**config.mk**
```make
export PLATFORM = sky130hd
export DESIGN_NAME = qr_switch_timer
export DESIGN_NICKNAME = d
export VERILOG_FILES = /design/src/rtl/qr_pkg.sv /design/src/rtl/qr_sat_timer.sv /design/src/rtl/qr_valley_count.sv /design/src/rtl/qr_ring_suppress.sv /design/src/rtl/qr_switch_timer.sv
export SDC_FILE = /design/constraint.sdc
export NUM_CORES = 1
export LEC_CHECK = 0
export BUFFER_PORTS_ARGS = -buffer_cell sky130_fd_sc_hd__buf_2
export CAP_MARGIN = 5
export CELL_PAD_IN_SITES_DETAIL_PLACEMENT = 1
export CELL_PAD_IN_SITES_GLOBAL_PLACEMENT = 2
export CORE_MARGIN = 1.5
export CORE_UTILIZATION = 41
export CTS_CLUSTER_DIAMETER = 30
export DETAILED_ROUTE_END_ITERATION = 10
export PLACE_DENSITY = 0.81
export SKIP_CTS_REPAIR_TIMING = 1
export SYNTH_ARGS = -nofsm -noshare
export SYNTH_HDL_FRONTEND = slang
export SYNTH_SLANG_ARGS = --single-unit
```
**constraint.sdc**
```tcl
create_clock -name clk -period 5.06 [get_ports clk]
set_clock_uncertainty 0.15 [all_clocks]
set_input_delay 0.506 -clock clk [delete_from_list [all_inputs] [get_ports clk]]
set_output_delay 0.506 -clock clk [all_outputs]
set_load 0.01 [all_outputs]
```
**src/rtl/qr_pkg.sv**
```systemverilog
package qr_pkg;
  localparam int VCNT_W = 3;
  localparam logic [VCNT_W-1:0] VCNT_MAX = '1;
  typedef logic [VCNT_W-1:0] vcount_t;
endpackage

```
**src/rtl/qr_sat_timer.sv**
```systemverilog
module qr_sat_timer #(
  parameter int LAST = 7,
  localparam int W = (LAST < 1) ? 1 : $clog2(LAST + 1)
) (
  input  logic         clk,
  input  logic         rst_n,
  input  logic         clr,
  output logic [W-1:0] age
);
  localparam logic [W-1:0] LAST_V = W'(LAST);

  always_ff @(posedge clk or negedge rst_n) begin
    if (!rst_n)             age <= '0;
    else if (clr)           age <= '0;
    else if (age != LAST_V) age <= age + 1'b1;
  end

  AST_TIMER_BOUND: assert property (@(posedge clk) disable iff (!rst_n)
    !clr |=> (age == $past(age) + 1'b1) || (age == LAST_V));
endmodule

```
**src/rtl/qr_valley_count.sv**
```systemverilog
module qr_valley_count
  import qr_pkg::*;
(
  input  logic    clk,
  input  logic    rst_n,
  input  logic    clr,
  input  logic    zc_low,
  output vcount_t count
);
  logic zc_d;
  logic zc_edge;

  assign zc_edge = zc_low & ~zc_d;

  always_ff @(posedge clk or negedge rst_n) begin
    if (!rst_n) zc_d <= 1'b0;
    else        zc_d <= zc_low;
  end

  always_ff @(posedge clk or negedge rst_n) begin
    if (!rst_n)                           count <= '0;
    else if (clr)                         count <= '0;
    else if (zc_edge && count != VCNT_MAX) count <= count + 1'b1;
  end

  AST_VCNT_MONO: assert property (@(posedge clk) disable iff (!rst_n)
    !clr |=> count >= $past(count));
  AST_VCNT_STEP: assert property (@(posedge clk) disable iff (!rst_n)
    !clr |=> (count - $past(count)) <= 3'd1);
endmodule

```
**src/rtl/qr_ring_suppress.sv**
```systemverilog
module qr_ring_suppress #(
  parameter int RS_SHORT = 28,
  parameter int RS_LONG  = 250
) (
  input  logic clk,
  input  logic rst_n,
  input  logic clr,
  input  logic rs_high,
  output logic done
);
  localparam int RS_W = $clog2(RS_LONG + 1);
  localparam logic [RS_W-1:0] SHORT_V = RS_W'(RS_SHORT);
  localparam logic [RS_W-1:0] SAMPLE_V = RS_W'(RS_SHORT - 1);
  localparam logic [RS_W-1:0] LONG_V = RS_W'(RS_LONG);

  logic [RS_W-1:0] age;
  logic            short_ok;

  qr_sat_timer #(.LAST(RS_LONG)) u_age (
    .clk  (clk),
    .rst_n(rst_n),
    .clr  (clr),
    .age  (age)
  );

  always_ff @(posedge clk or negedge rst_n) begin
    if (!rst_n)                 short_ok <= 1'b0;
    else if (clr)               short_ok <= 1'b0;
    else if (age == SAMPLE_V)   short_ok <= rs_high;
  end

  assign done = (short_ok && age >= SHORT_V) || (age == LONG_V);

  AST_RS_CHOICE_HELD: assert property (@(posedge clk) disable iff (!rst_n)
    (!clr && age > SHORT_V) |-> $stable(short_ok));
endmodule

```
**src/rtl/qr_switch_timer.sv**
```systemverilog
module qr_switch_timer
  import qr_pkg::*;
#(
  parameter int RS_SHORT = 28,
  parameter int RS_LONG  = 250,
  parameter int PER_MAX  = 500,
  parameter int ON_MAX   = 300,
  parameter int LEB      = 3
) (
  input  logic               clk,
  input  logic               rst_n,
  input  logic               prot_en,
  input  logic               zc_low,
  input  logic               rs_high,
  input  logic               pwm_trip,
  input  logic               ilim_trip,
  input  logic [VCNT_W-1:0]  skip_cnt,
  output logic               gate_req
);
  localparam int ON_W  = (ON_MAX  < 2) ? 1 : $clog2(ON_MAX);
  localparam int PER_W = (PER_MAX < 2) ? 1 : $clog2(PER_MAX);
  localparam logic [ON_W-1:0]  ON_LAST  = ON_W'(ON_MAX - 1);
  localparam logic [ON_W-1:0]  LEB_V    = ON_W'(LEB);
  localparam logic [PER_W-1:0] PER_LAST = PER_W'(PER_MAX - 1);

  logic [ON_W-1:0]  on_age;
  logic [PER_W-1:0] per_age;
  vcount_t          vcount;
  logic             rs_done;
  logic             turn_on;
  logic             turn_off;
  logic             per_force;
  logic             gate_d;

  qr_valley_count u_valley (
    .clk   (clk),
    .rst_n (rst_n),
    .clr   (gate_req | ~prot_en),
    .zc_low(zc_low),
    .count (vcount)
  );

  qr_ring_suppress #(.RS_SHORT(RS_SHORT), .RS_LONG(RS_LONG)) u_rs (
    .clk    (clk),
    .rst_n  (rst_n),
    .clr    (gate_req | ~prot_en),
    .rs_high(rs_high),
    .done   (rs_done)
  );

  qr_sat_timer #(.LAST(ON_MAX - 1)) u_on (
    .clk  (clk),
    .rst_n(rst_n),
    .clr  (~gate_req),
    .age  (on_age)
  );

  qr_sat_timer #(.LAST(PER_MAX - 1)) u_per (
    .clk  (clk),
    .rst_n(rst_n),
    .clr  (turn_on | ~prot_en),
    .age  (per_age)
  );

  assign per_force = (per_age == PER_LAST);

  always_comb begin
    turn_on  = prot_en && !gate_req &&
               ((rs_done && vcount >= skip_cnt) || per_force);
    turn_off = gate_req &&
               (pwm_trip || (ilim_trip && on_age >= LEB_V) || on_age == ON_LAST);
    gate_d   = prot_en && (gate_req ? !turn_off : turn_on);
  end

  always_ff @(posedge clk or negedge rst_n) begin
    if (!rst_n) gate_req <= 1'b0;
    else        gate_req <= gate_d;
  end

  AST_EN_OFF: assert property (@(posedge clk) disable iff (!rst_n)
    !prot_en |=> !gate_req);
  AST_ON_LIMIT: assert property (@(posedge clk) disable iff (!rst_n)
    (gate_req && on_age == ON_LAST) |=> !gate_req);
  AST_LEB_HOLD: assert property (@(posedge clk) disable iff (!rst_n)
    (prot_en && gate_req && on_age < LEB_V && !pwm_trip && on_age != ON_LAST)
      |=> gate_req);
  AST_PWM_OFF: assert property (@(posedge clk) disable iff (!rst_n)
    (gate_req && pwm_trip) |=> !gate_req);
  AST_PERIOD_FORCE: assert property (@(posedge clk) disable iff (!rst_n)
    (prot_en && !gate_req && per_force) |=> gate_req);
  AST_RS_HOLD: assert property (@(posedge clk) disable iff (!rst_n)
    (!gate_req && !rs_done && !per_force) |=> !gate_req);
  AST_SKIP_WAIT: assert property (@(posedge clk) disable iff (!rst_n)
    (!gate_req && vcount < skip_cnt && !per_force) |=> !gate_req);
  AST_RESET_LOW: assert property (@(posedge clk)
    !rst_n |-> !gate_req);
endmodule

```
* Word level (Yosys, flattened, before mapping)
Index checks and enable logic that the tools add are counted.
** Word-level totals
- Register bits :: 32
- Bits in latches :: 0
- RAM bits :: 0
- Bits in read-only memories :: 0
- Input port bits :: 10
- Output and inout bits :: 1
- Logic and storage cells :: 57
- Memories kept :: 0
** Operators by class
- Add/subtract/negate cells :: 4
- $mul :: 0
- Div/mod/pow operators :: 0
- Magnitude comparators :: 3
- Equal/unequal tests :: 9
- Shift-type cells :: 0
- Muxes and demuxes :: 11
- Bitwise gates (word level) :: 5
- Reduce and logical (&&, ||, !) cells :: 18
** Operators by type and width (number)
- 9-bit two-way mux :: 4
- 9-bit by 1-bit adder with 9-bit output (second input constant) :: 2
- 9-bit equality test (second input constant) :: 2
- 9-bit inequality test (second input constant) :: 2
- 8-bit two-way mux :: 2
- 9-bit by 2-bit >= comparator with 1-bit output (second input constant) :: 1
- 8-bit by 1-bit adder with 8-bit output (second input constant) :: 1
- 8-bit by 5-bit equality test with 1-bit output (second input constant) :: 1
- 8-bit equality test (second input constant) :: 1
- 8-bit by 5-bit >= comparator with 1-bit output (second input constant) :: 1
- 1-bit logical AND :: 8
- 8-bit inequality test (second input constant) :: 1
- 2-bit nonzero test :: 4
- 3-bit two-way mux :: 2
- 1-bit logical OR :: 4
- 3-bit by 1-bit adder with 3-bit output (second input constant) :: 1
- 3-bit >= comparator :: 1
- 1-bit two-way mux :: 3
- 3-bit inequality test (second input constant) :: 1
- 1-bit zero test :: 2
- 2-bit by 1-bit inequality test with 1-bit output (second input constant) :: 1
- 1-bit NOT :: 2
- 1-bit OR :: 2
- 1-bit bitwise AND :: 1

* Depth between registers and ports, before layout
Gate-level depths: netlist (run 1).
- Word-level depth :: 8
- Gate-level depth with buffers :: 8
- Depth with buffers taken out :: 7

* By module
A second synthesis (run 1) with hierarchy kept.
** Second synthesis, totals
- Cell total of the unflattened synthesis :: 188
- Area total of the unflattened synthesis :: 1874.3 sq um
** Modules (own cells, without submodules)
- qr_sat_timer (u_on) :: times used 1, cells each 46, area an instance 473.0 sq um, seq. area each 225.2 sq um
- qr_sat_timer (u_per) :: times used 1, cells each 46, area an instance 451.7 sq um, seq. area each 225.2 sq um
- qr_sat_timer (u_rs.u_age) :: times used 1, cells each 43, area an instance 411.6 sq um, seq. area each 200.2 sq um
- qr_valley_count :: times used 1, cells each 16, area an instance 214.0 sq um, seq. area each 100.1 sq um
- qr_switch_timer :: times used 1, cells each 25, area an instance 210.2 sq um, seq. area each 25.0 sq um
- qr_ring_suppress :: times used 1, cells each 12, area an instance 113.9 sq um, seq. area each 25.0 sq um

* Worst setup path after synthesis (run 1)
Ideal clock, no wire load.
- Kind :: in2reg
- Start :: input skip_cnt[2]
- End :: register u_per.age[3]
- Library setup time :: 71 ps
- Arrival :: 1773 ps
- Data required time :: 4839 ps
- Slack :: 3065 ps
- Stages on the path :: 8
- Buffers on the path :: 1
- Cells stage by stage :: inv_1 > ha_1 > a21oi_1 > o21a_1 > a211oi_2 > or3_1 > buf_2 > nor2_1
** Between the ends
- Word-level cells in the longest chain between the ends :: 6
- Elaborated cells between the ends (all ways) :: 7
- Classes of those cells :: order compare: 1; mux: 1; bitwise: 1; reduce/logical: 4
** RTL lines
- start: declaration :: line qr_switch_timer.sv:17 : input logic [VCNT_W-1:0] skip_cnt,
- 3-bit >= comparator * :: line qr_switch_timer.sv:69 : ((rs_done && vcount >= skip_cnt) || per_force);
- 1-bit logical AND * :: line qr_switch_timer.sv:69
- 1-bit logical OR * :: line qr_switch_timer.sv:69
- 1-bit logical AND * :: line qr_switch_timer.sv:68 : turn_on = prot_en && !gate_req &&
- 1-bit OR * :: line qr_switch_timer.sv:61 : .clr (turn_on | ~prot_en),
- 9-bit two-way mux / 2-bit nonzero test (equally long branches)
- end signal: assignment :: line qr_sat_timer.sv:15 : else if (age != LAST_V) age <= age + 1'b1;
- end: declaration :: line qr_sat_timer.sv:8 : output logic [W-1:0] age
Mark *: on every way between the ends. The rest lies on a longest branch, timed or not.
A chain may end at the register's enable or synchronous reset.

* Worst setup path after layout (run 1)
- Start :: register u_per.age[0]
- End :: register u_per.age[0]
** Between the ends
- Word-level cells in the longest chain between the ends :: 5
- Elaborated cells between the ends (all ways) :: 9
- Classes of those cells :: add/sub: 1; eq/ne: 2; mux: 2; bitwise: 1; reduce/logical: 3
** RTL lines
- parallel branches: the longest is 5 deep, another holds 9-bit by 1-bit adder with 9-bit output
Several ways; the timed one is not identified. The select of a mux whose other input is x is not followed.

==> results of run 1 <==
[worst max-delay path: stages, from the launching register on]
cell	delay, ns
dfrtp_1	0.40
ha_1	0.19
nor2b_1	0.25
nor4bb_1	0.69
nand4_1	0.19
o41ai_1	0.10
[final timing paths]
kind	startpoint	endpoint
hold / removal	rst_n	u_on.age[6]$_DFFE_PN0P_
setup reg to reg	u_per.age[0]$_DFFE_PN0P_	u_per.age[0]$_DFFE_PN0P_
setup / recovery	u_per.age[0]$_DFFE_PN0P_	u_per.age[0]$_DFFE_PN0P_
max in group asynchronous	rst_n	u_rs.u_age.age[7]$_DFFE_PN0P_
hold reg to reg	u_per.age[0]$_DFFE_PN0P_	u_per.age[0]$_DFFE_PN0P_
min in group clk	zc_low	u_valley.zc_d$_DFF_PN0_
[final cells by class]
class / count / share of cell area
sequential: 32 / 0.414
clock buffer: 6 / 0.0427
multi-input combinational: 132 / 0.466
inverter: 7 / 0.0136
tap: 50 / 0.0324
clock inverter: 2 / 0.00518
timing repair buffer: 10 / 0.0259
[sequential cells by signal, summed over array words and instances (netlist names)]
| name | cells |
|---|---|
| u_on.age | 9 |
| u_per.age | 9 |
| u_rs.u_age.age | 8 |
| u_valley.count | 3 |
| gate_req | 1 |
| u_rs.short_ok | 1 |
| u_valley.zc_d | 1 |
[metal layers]
metal | vias to the layer above | GRT usage | wire length [µm]
met2 | 9 | 0.316 | 1850
met5 | - | 0 | 0
met1 | 655 | 0.208 | 1620
met3 | 5 | 0.0444 | 72
li1 | 632 | - | -
met4 | 0 | 0.0550 | 33
[metrics by stage]
| stage | total power [W] | setup slack, ns |
|---|---|---|
| finish | 0.000508 | 2.98 |
| global route | 0.000536 | 2.76 |
| CTS | 0.000519 | 2.96 |
| detailed placement | 0.000314 | 2.85 |
| global placement | 0.000310 | 2.90 |
| floorplan | 0.000296 | 3.07 |
[kinds of logic after synthesis]
family,count (synthesis),share of synthesized area
adder cells (fa/ha/maj),10,0.0716
AO/OA/AOI/OAI,19,0.0787
buffers and inverters,12,0.0265
XOR/XNOR,18,0.0902
flip-flops,32,0.458
multiplexers,5,0.0286
AND/OR/NAND/NOR,80,0.246
[layout by cell type, fill, tap and decap left out, types with 4 or more instances in the layout]
master    synthesis  layout
a21oi_1           5       5
and2_1            7       7
and3_1            8       8
buf_2             1      10
clkbuf_8          0       6
dfrtp_1          32      32
ha_1             10      10
inv_1             7       7
mux2i_1           5       5
nand2_1           6       6
nand3_1          13      13
nand4_1           4       4
nor2_1           21      21
nor2b_1           4       4
o21ai_0           6       6
or3_1             4       4
xnor2_1          11      11
xor2_1            7       7
[power groups by stage]
stage	clock network (W)	registers [W]	logic, W
6_report	0.000201	0.000269	0.0000386
5_1_grt	0.000221	0.000270	0.0000445
4_1_cts	0.000209	0.000269	0.0000401
3_5_place_dp	0	0.000274	0.0000397
3_3_place_gp	0	0.000273	0.0000370
2_1_floorplan	0	0.000271	0.0000251
==> qor.csv, run 1 <==
stage,metric,value,unit
power,p_leak,0.897,nW
sta,fin_setup_tns,0,ns
power,swShare,0.239,
clock_network,clock-sinks,32,
routing,drt-total-wl,3.58,mm
sta,hold_slack,0.134,ns
worst_setup_path,cp.required,5.08,ns
layout,instances_no_fill,239,
sta,finalHoldViolations,0,
clock_network,htreeDepth,2,
sta,final_max_slew_viol_count,0,
placed_design,place_area,1840,µm²
power,power-per-cell-area,263,nW/µm²
power,power.switching,0.000122,W
layout,diodes,0,
die,fp-row-count,23,
die,dieArea,4660,µm²
global_route,grt_usage,0.177,
status,outcome,"finished, final reports clean",
power,intPower,0.000387,W
routing,avgViaCountPerCell,5.44,
yosys,post-synth-top-area-cell,dfrtp_1,
worst_setup_path,crit_fanout,5,
power,clockPowerShare,0.395,
yosys,async_flop_share,1.00,
clock_network,clkLatencyLatePin,0.28,ns
yosys,synth.cell_area,1750,µm²
layout,multi_input_area,901,µm²
yosys,syn_area_per_cell,9.93,µm²
global_route,overflow,0,
layout,layout-drive-gt1-share,0.111,
layout,regArea,801,µm²
yosys,synth.top_cell.area_share,0.458,
layout,design_area,1930,µm²
yosys,synth.most_common_cell,dfrtp_1,
placed_design,numPlacedInstances,231,
yosys,synthTopCellsByArea,"dfrtp_1, ha_1, xnor2_1",
worst_setup_path,arrival,2.10,ns
placed_design,dp_hpwl,2.67,mm
clock_network,cts_tree,done,
routing,vias,1301,
sta,tightestPinTransition,0.818,ns
clock_network,root_buffer,clkbuf_8,
power,power_frac_comb,0.076,
global_route,antenna_found_initial,0,
yosys,synth.distinct_cells,32,
sta,fin_crit_sh,0.412,
clock_network,clk_path_buf_depth,2,
yosys,ys_seq_elements,32,
die,core,4060,µm²
yosys,yosys-top-cells-count,"dfrtp_1, nor2_1, nand3_1, xnor2_1, ha_1",
worst_setup_path,worstRegToRegCells,5,
power,p_seq_frac,0.530,
sta,clock.fmax,0.480,GHz
worst_setup_path,worst_setup_path_end_kind,flip-flop,
routing,detail-route-antenna-nets,0,
routing,wire_per_inst,15.0,µm
worst_setup_path,crit_path_start_kind,flip-flop,
sta,layout_min_cycle_time,2.08,ns
die,die_w,68.3,µm
layout,nNetsFinal,208,
sta,setup-violations-final,0,
yosys,yosysSeqAreaShare,0.458,
yosys,synth_nets,196,
routing,first_pass_iters,3,
layout,final_util,0.476,
power,max-vdd-ir-drop,0.000153,V
routing,drt-initial-drc-count,30,
global_route,grt_pass1_wl,6.15,mm
sta,rsz0062_at_grt,no,
yosys,netlist_instances,176,
global_route,grt_pass1_vias,1393,
clock_network,path_clk_slew,0.07,ns
sta,timing.slew.headroom,0.447,
worst_setup_path,critPathKind,flip-flop to flip-flop,
die,initial_utilization,0.431,
clock_network,cts-buffers-inserted,5,
hold_path,hold_path.class,input port to asynchronous set/reset pin,
global_route,grt_max_degree,33,
placed_design,port_buffers,10,
layout,syn2layout_area_growth,10.6,%
placed_design,place.gp.congestion,0.778,
die,io_pins,11,
yosys,ys.flop_type,dfrtp_1,
layout,fillers,455,
yosys,synth_edf_count,0,
routing,route.detailed.drc,0,
flow_run,maxCapViolations,0,
die,fp.dieH,68.3,µm
worst_setup_path,r2r_setup_slack,2.98,ns
yosys,yosys_warnings,0,
No activity file was read; power rests on OpenSTA's default activity.
==> run 2, diff against run 1 <==
Settings changed: CORE_UTILIZATION 41 to 35, PLACE_DENSITY 0.81 to 0.74.
Clock period 5.06 ns to 1.84 ns, I/O delays scaled along.
==> run 2 against run 1 <==
The flow now finishes with violations (negative setup slack). Worst hold slack got worse by 0.13 ns. Global-route usage is 0.53 points lower. Via count rose by 9.1%. Clock power rose to 2.7 times the previous value. Final area is 19% higher. Final cell count increased by 19%. Clock-buffer cell count grew 2. First-iteration DRC count is 13% higher. Core utilization rose by 0.57 points. Die area increased by 16%. Largest cell class unchanged. Highest routed layer unchanged.
==> qor.csv, run 2 (synthesized netlist as in run 1, its figures left out) <==
stage,metric,value,unit
worst_setup_path,crit_path_start_kind,flip-flop,
worst_setup_path,slowest_stage,dfrtp_1,
status,violations,negative setup slack,
worst_setup_path,crit_fanout,6,
routing,avgViaCountPerCell,4.98,
power,swShare,0.241,
clock_network,path_clk_slew,0.06,ns
routing,met2_length,2.06,mm
routing,drt-total-wl,4.18,mm
worst_setup_path,worst_setup_path_end_kind,flip-flop,
sta,hold_slack,0.00434,ns
global_route,grt_pass1_vias,1453,
die,fp-row-count,25,
routing,vias,1420,
power,p_leak,1.05,nW
hold_path,hold_path.class,input port to flip-flop,
die,initial_utilization,0.368,
worst_setup_path,path_delay_family,simple AND/OR/NAND/NOR gates,
flow_run,maxCapViolations,0,
layout,instances_no_fill,285,
sta,setup-violations-final,6,
placed_design,port_buffers,10,
die,core,4750,µm²
layout,top_regs,"u_on.age: 9 flops, u_per.age: 9 flops, u_rs.u_age.age: 8 flops",
routing,first_pass_iters,4,
power,max-vdd-ir-drop,0.000346,V
sta,fin_crit_sh,1.03,
clock_network,clk_path_buf_depth,2,
placed_design,numPlacedInstances,271,
placed_design,place.gp.congestion,0.746,
sta,fin_setup_tns,-0.305,ns
die,io_pins,11,
worst_setup_path,cp.required,1.86,ns
routing,detail-route-antenna-nets,0,
die,fp.dieH,73.7,µm
layout,nNetsFinal,237,
routing,wire_per_inst,14.7,µm
status,outcome,"complete, but fails checks",
sta,rsz0062_at_grt,yes,
worst_setup_path,worst_path_most_repeated_cell,or3_4,
power,power.switching,0.000352,W
routing,route.detailed.drc,0,
worst_setup_path,crit_chain,"inv_2, ha_4, nand2_2, or3_4, a211oi_4, or3_4, nor2_1",
clock_network,clkLatencyLatePin,0.28,ns
die,die_w,73.7,µm
global_route,grt_usage,0.172,
layout,syn2layout_area_growth,31.1,%
worst_setup_path,crit_buf_inv,1,
global_route,grt_pass1_wl,6.93,mm
worst_setup_path,critPathKind,flip-flop to flip-flop,
placed_design,dp_hpwl,2.98,mm
layout,multi_input_area,1020,µm²
power,power-per-cell-area,637,nW/µm²
power,intPower,0.00111,W
routing,wl_met3,79,µm
worst_setup_path,cpPeakStageDelay,0.40,ns
global_route,grt_max_degree,33,
layout,diodes,0,
sta,finalHoldViolations,0,
clock_network,cts-buffers-inserted,5,
routing,drt-initial-drc-count,34,
sta,finalWorstSetupSlack,-0.0639,ns
global_route,overflow,0,
layout,final_cell_mix,"dfrtp_1, buf_4, nor2_1, nand3_1, xnor2_1",
power,clockPowerShare,0.377,
clock_network,root_buffer,clkbuf_8,
routing,top_layer,met4,
layout,final_common_cell,dfrtp_1,
routing,met1Wirelength,1.93,mm
power,p_seq_frac,0.505,
sta,final_max_slew_viol_count,0,
sta,clock.fmax,0.525,GHz
layout,regArea,801,µm²
sta,layout_min_cycle_time,1.90,ns
die,dieArea,5430,µm²
layout,layout-drive-gt1-share,0.303,
sta,timing.slew.headroom,0.520,
worst_setup_path,arrival,1.92,ns
power,power_frac_comb,0.118,
clock_network,clock-sinks,32,
clock_network,htreeDepth,2,
sta,tightestPinTransition,0.721,ns
global_route,antenna_found_initial,0,
clock_network,cts_tree,done,
layout,fillers,559,
==> run 2: cell count changes in the layout (fill, tap and decap cells not counted), sizes merged <==
cell,before,now
clkbuf,6,8
buf,10,37
dlygate4sd3,0,2
clkinv,2,0
==> run 2: cell type report <==
cell class                      count  area share
Tap cell                           67      0.0366
Inverter                            7      0.0115
Timing Repair Buffer               39       0.119
Clock buffer                        8      0.0393
Sequential cell                    32       0.349
Multi-Input combinational cell    132       0.444
==> run 2: metal layers <==
| metal | GRT usage | vias to the layer above |
|---|---|---|
| li1 | - | 690 |
| met2 | 0.268 | 15 |
| met4 | 0.0700 | 0 |
| met1 | 0.229 | 705 |
| met3 | 0.0412 | 10 |
| met5 | 0 | - |
==> run 2: worst reg2reg max path: cells and delay by family, from the launching register on <==
family | cells | cell delay, ns
flops | 1 | 0.40
fa+ha+maj | 1 | 0.13
buf+inv | 1 | 0.09
compound gates | 1 | 0.27
simple gates | 4 | 0.74
==> run 2: final timing paths <==
path / from / to / slack, ns / cells past startpoint
min reg2reg: u_per.age[7]$_DFFE_PN0P_ / u_per.age[7]$_DFFE_PN0P_ / 0.41 / 2
max: u_rs.u_age.age[0]$_DFFE_PN0P_ / u_per.age[7]$_DFFE_PN0P_ / -0.06 / 7
min: rs_high / u_rs.short_ok$_DFFE_PN0P_ / 0.004 / 3
max reg2reg: u_rs.u_age.age[0]$_DFFE_PN0P_ / u_per.age[7]$_DFFE_PN0P_ / -0.06 / 7
min in group asynchronous: rst_n / u_on.age[8]$_DFFE_PN0P_ / 0.34 / 2
max in group asynchronous: rst_n / u_rs.u_age.age[6]$_DFFE_PN0P_ / 0.73 / 2
==> run 2: power by group through the flow <==
stage,combinational (W),clock [W],sequential (W)
after floorplan,0.0000691,0,0.000746
after global placement,0.000128,0,0.000746
after detailed placement,0.000137,0,0.000748
after CTS,0.000139,0.000570,0.000735
after global routing,0.000193,0.000600,0.000740
final,0.000172,0.000551,0.000738
==> run 2: through the flow <==
step	util	setup slack, ns	power, W	instance area, µm²
after global routing	0.482	-0.110	0.00153	2290
after floorplan	-	0.00670	0.000815	1750
final	0.482	-0.0639	0.00146	2290
after detailed placement	0.428	-0.0993	0.000885	2030
after global placement	0.428	-0.0217	0.000875	2030
after CTS	0.447	-0.125	0.00144	2120
==> run 3, diff against run 2 <==
Settings changed: CELL_PAD_IN_SITES_DETAIL_PLACEMENT 1 to not set, CELL_PAD_IN_SITES_GLOBAL_PLACEMENT 2 to not set, CORE_UTILIZATION 35 to 54.
==> run 3 against run 2 <==
Die area decreased by 34%. Critical path type unchanged. Final area down 3.3%. Power fell by 9.3%. Maximum frequency rose by 1.1%. The flow finishes with violations (negative hold slack, negative setup slack). First-iteration DRC count is 140% higher. Core utilization rose by 24 points. Non-clock buffer count increased by 2.
==> qor.csv, run 3 (synthesized netlist as in run 1, its figures left out) <==
stage,metric,value,unit
clock_network,clkLatencyLatePin,0.35,ns
sta,clock.fmax,0.531,GHz
layout,nNetsFinal,239,
worst_setup_path,crit_chain,"ha_1, nor2b_2, or4bb_4, nor2_1, or3_4, nor2_1",
sta,setup-violations-final,6,
sta,finalHoldViolations,1,
status,violations,"negative hold slack, negative setup slack",
clock_network,root_buffer,clkbuf_4,
flow_run,maxCapViolations,0,
routing,wire_per_inst,15.0,µm
clock_network,cts-buffers-inserted,5,
clock_network,cts_tree,done,
sta,hold_slack,-0.0139,ns
die,initial_utilization,0.573,
worst_setup_path,crit_path_start_kind,flip-flop,
layout,top_regs,"u_on.age: 9 flops, u_per.age: 9 flops, u_rs.u_age.age: 8 flops",
routing,route.detailed.drc,0,
die,fp.dieH,59.9,µm
global_route,grt_pass1_vias,1452,
die,io_pins,11,
worst_setup_path,worstRegToRegCells,6,
clock_network,htreeDepth,2,
sta,layout_min_cycle_time,1.88,ns
global_route,overflow,0,
worst_setup_path,critPathKind,flip-flop to flip-flop,
hold_path,whs_endpoint,u_per.age[1]$_DFFE_PN0P_,
layout,final_common_cell,dfrtp_1,
worst_setup_path,cp.required,1.92,ns
worst_setup_path,worstReg2RegStart,u_per.age[1]$_DFFE_PN0P_,
global_route,grt_pass1_wl,6.38,mm
sta,timing.slew.headroom,0.525,
global_route,antenna_found_initial,0,
layout,fillers,234,
worst_setup_path,worst_setup_path_end_kind,flip-flop,
sta,rsz0062_at_grt,yes,
routing,first_pass_iters,4,
routing,drt-initial-drc-count,83,
die,dieArea,3590,µm²
placed_design,dp_hpwl,2.54,mm
power,max-vdd-ir-drop,0.000357,V
sta,finalWorstSetupSlack,-0.0430,ns
routing,vias,1455,
power,power-per-cell-area,598,nW/µm²
worst_setup_path,startpoint,u_per.age[1]$_DFFE_PN0P_,
sta,tightestPinTransition,0.712,ns
status,outcome,"complete, but fails checks",
routing,detail-route-antenna-nets,0,
hold_path,holdPathStages,3,
die,die_w,59.9,µm
worst_setup_path,cpPeakStageDelay,0.50,ns
die,core,3050,µm²
routing,drt-total-wl,3.97,mm
worst_setup_path,worst_path_most_repeated_cell,nor2_1,
worst_setup_path,timing.rr.end,u_per.age[6]$_DFFE_PN0P_,
hold_path,hp-start,prot_en,
global_route,grt_max_degree,33,
global_route,grt_usage,0.241,
layout,multi_input_area,978,µm²
die,fp-row-count,20,
layout,regArea,802,µm²
hold_path,hold_path.class,input port to flip-flop,
worst_setup_path,slowest_stage,or4bb_4,
power,finalPower,0.00133,W
layout,syn2layout_area_growth,26.8,%
clock_network,clk_path_buf_depth,2,
placed_design,place.gp.congestion,0.798,
routing,avgViaCountPerCell,5.51,
clock_network,path_clk_slew,0.11,ns
clock_network,clock-sinks,32,
worst_setup_path,r2r_setup_slack,-0.04,ns
sta,fin_crit_sh,1.02,
layout,final_cell_mix,"dfrtp_1, buf_4, nor2_1, nand3_1, xnor2_1",
worst_setup_path,crit_fanout,6,
worst_setup_path,arrival,1.97,ns
placed_design,port_buffers,10,
layout,diodes,0,
power,p_leak,1.03,nW
layout,layout-drive-gt1-share,0.286,
sta,final_max_slew_viol_count,0,
run 3: cell count changes in the layout (fill, tap and decap cells not counted), moves of 2 or more:
cell,previous run,this run
ha_2,0,3
ha_4,3,0
nor2_4,2,0
clkbuf_4,0,5
dlygate4sd3_1,2,5
clkbuf_8,6,1
nor2_2,3,0
nor2_1,16,21
run 3: how the worst max path moves through the flow:
stage | to | slack (ns) | depth (start not counted)
6_report | u_per.age[6]$_DFFE_PN0P_ | -0.04 | 6
5_1_grt | u_per.age[4]$_DFFE_PN0P_ | -0.08 | 6
4_1_cts | u_per.age[6]$_DFFE_PN0P_ | -0.09 | 6
3_5_place_dp | u_per.age[5]$_DFFE_PN0P_ | -0.07 | 6
3_3_place_gp | u_per.age[6]$_DFFE_PN0P_ | 0.004 | 6
2_1_floorplan | u_per.age[3]$_DFFE_PN0P_ | 0.007 | 7
run 3: critical path: cells and delay by family, from the launching register on:
kind	cells	cell delay [ns]
fa+ha+maj	1	0.19
flops	1	0.40
simple gates	5	1.03
run 3: per-layer routing:
layer / vias to the layer above / share of wire / global-route usage / wire length [µm]
met5: - / 0 / 0 / 0
met4: 0 / 0.019 / 0.0952 / 74
met3: 9 / 0.037 / 0.0671 / 146
met2: 34 / 0.52 / 0.394 / 2080
met1: 719 / 0.42 / 0.299 / 1670
li1: 693 / - / - / -
run 3: area by class of cell:
class | instances | share of cell area
inverter | 7 | 0.0119
timing repair buffer | 41 | 0.133
sequential | 32 | 0.362
tap | 44 | 0.0248
clock buffer | 8 | 0.0265
multi-input combinational | 132 | 0.442
run 3: power by group:
part	internal [W]	switching [W]	total, W
registers	0.000720	0.0000153	0.000735
clock network	0.000188	0.000245	0.000433
logic	0.0000778	0.0000789	0.000157
total	0.000986	0.000339	0.00133
run 3: metrics by stage:
step	utilization	worst slack, ns	setup TNS [ns]	instances	cell area (µm²)
floorplan	-	0.00670	0	176	1750
global placement	0.655	0.00442	0	247	2000
detailed placement	0.655	-0.0743	-0.384	247	2000
CTS	0.674	-0.0918	-0.492	255	2060
global route	0.726	-0.0833	-0.543	264	2220
finish	0.726	-0.0430	-0.230	264	2220
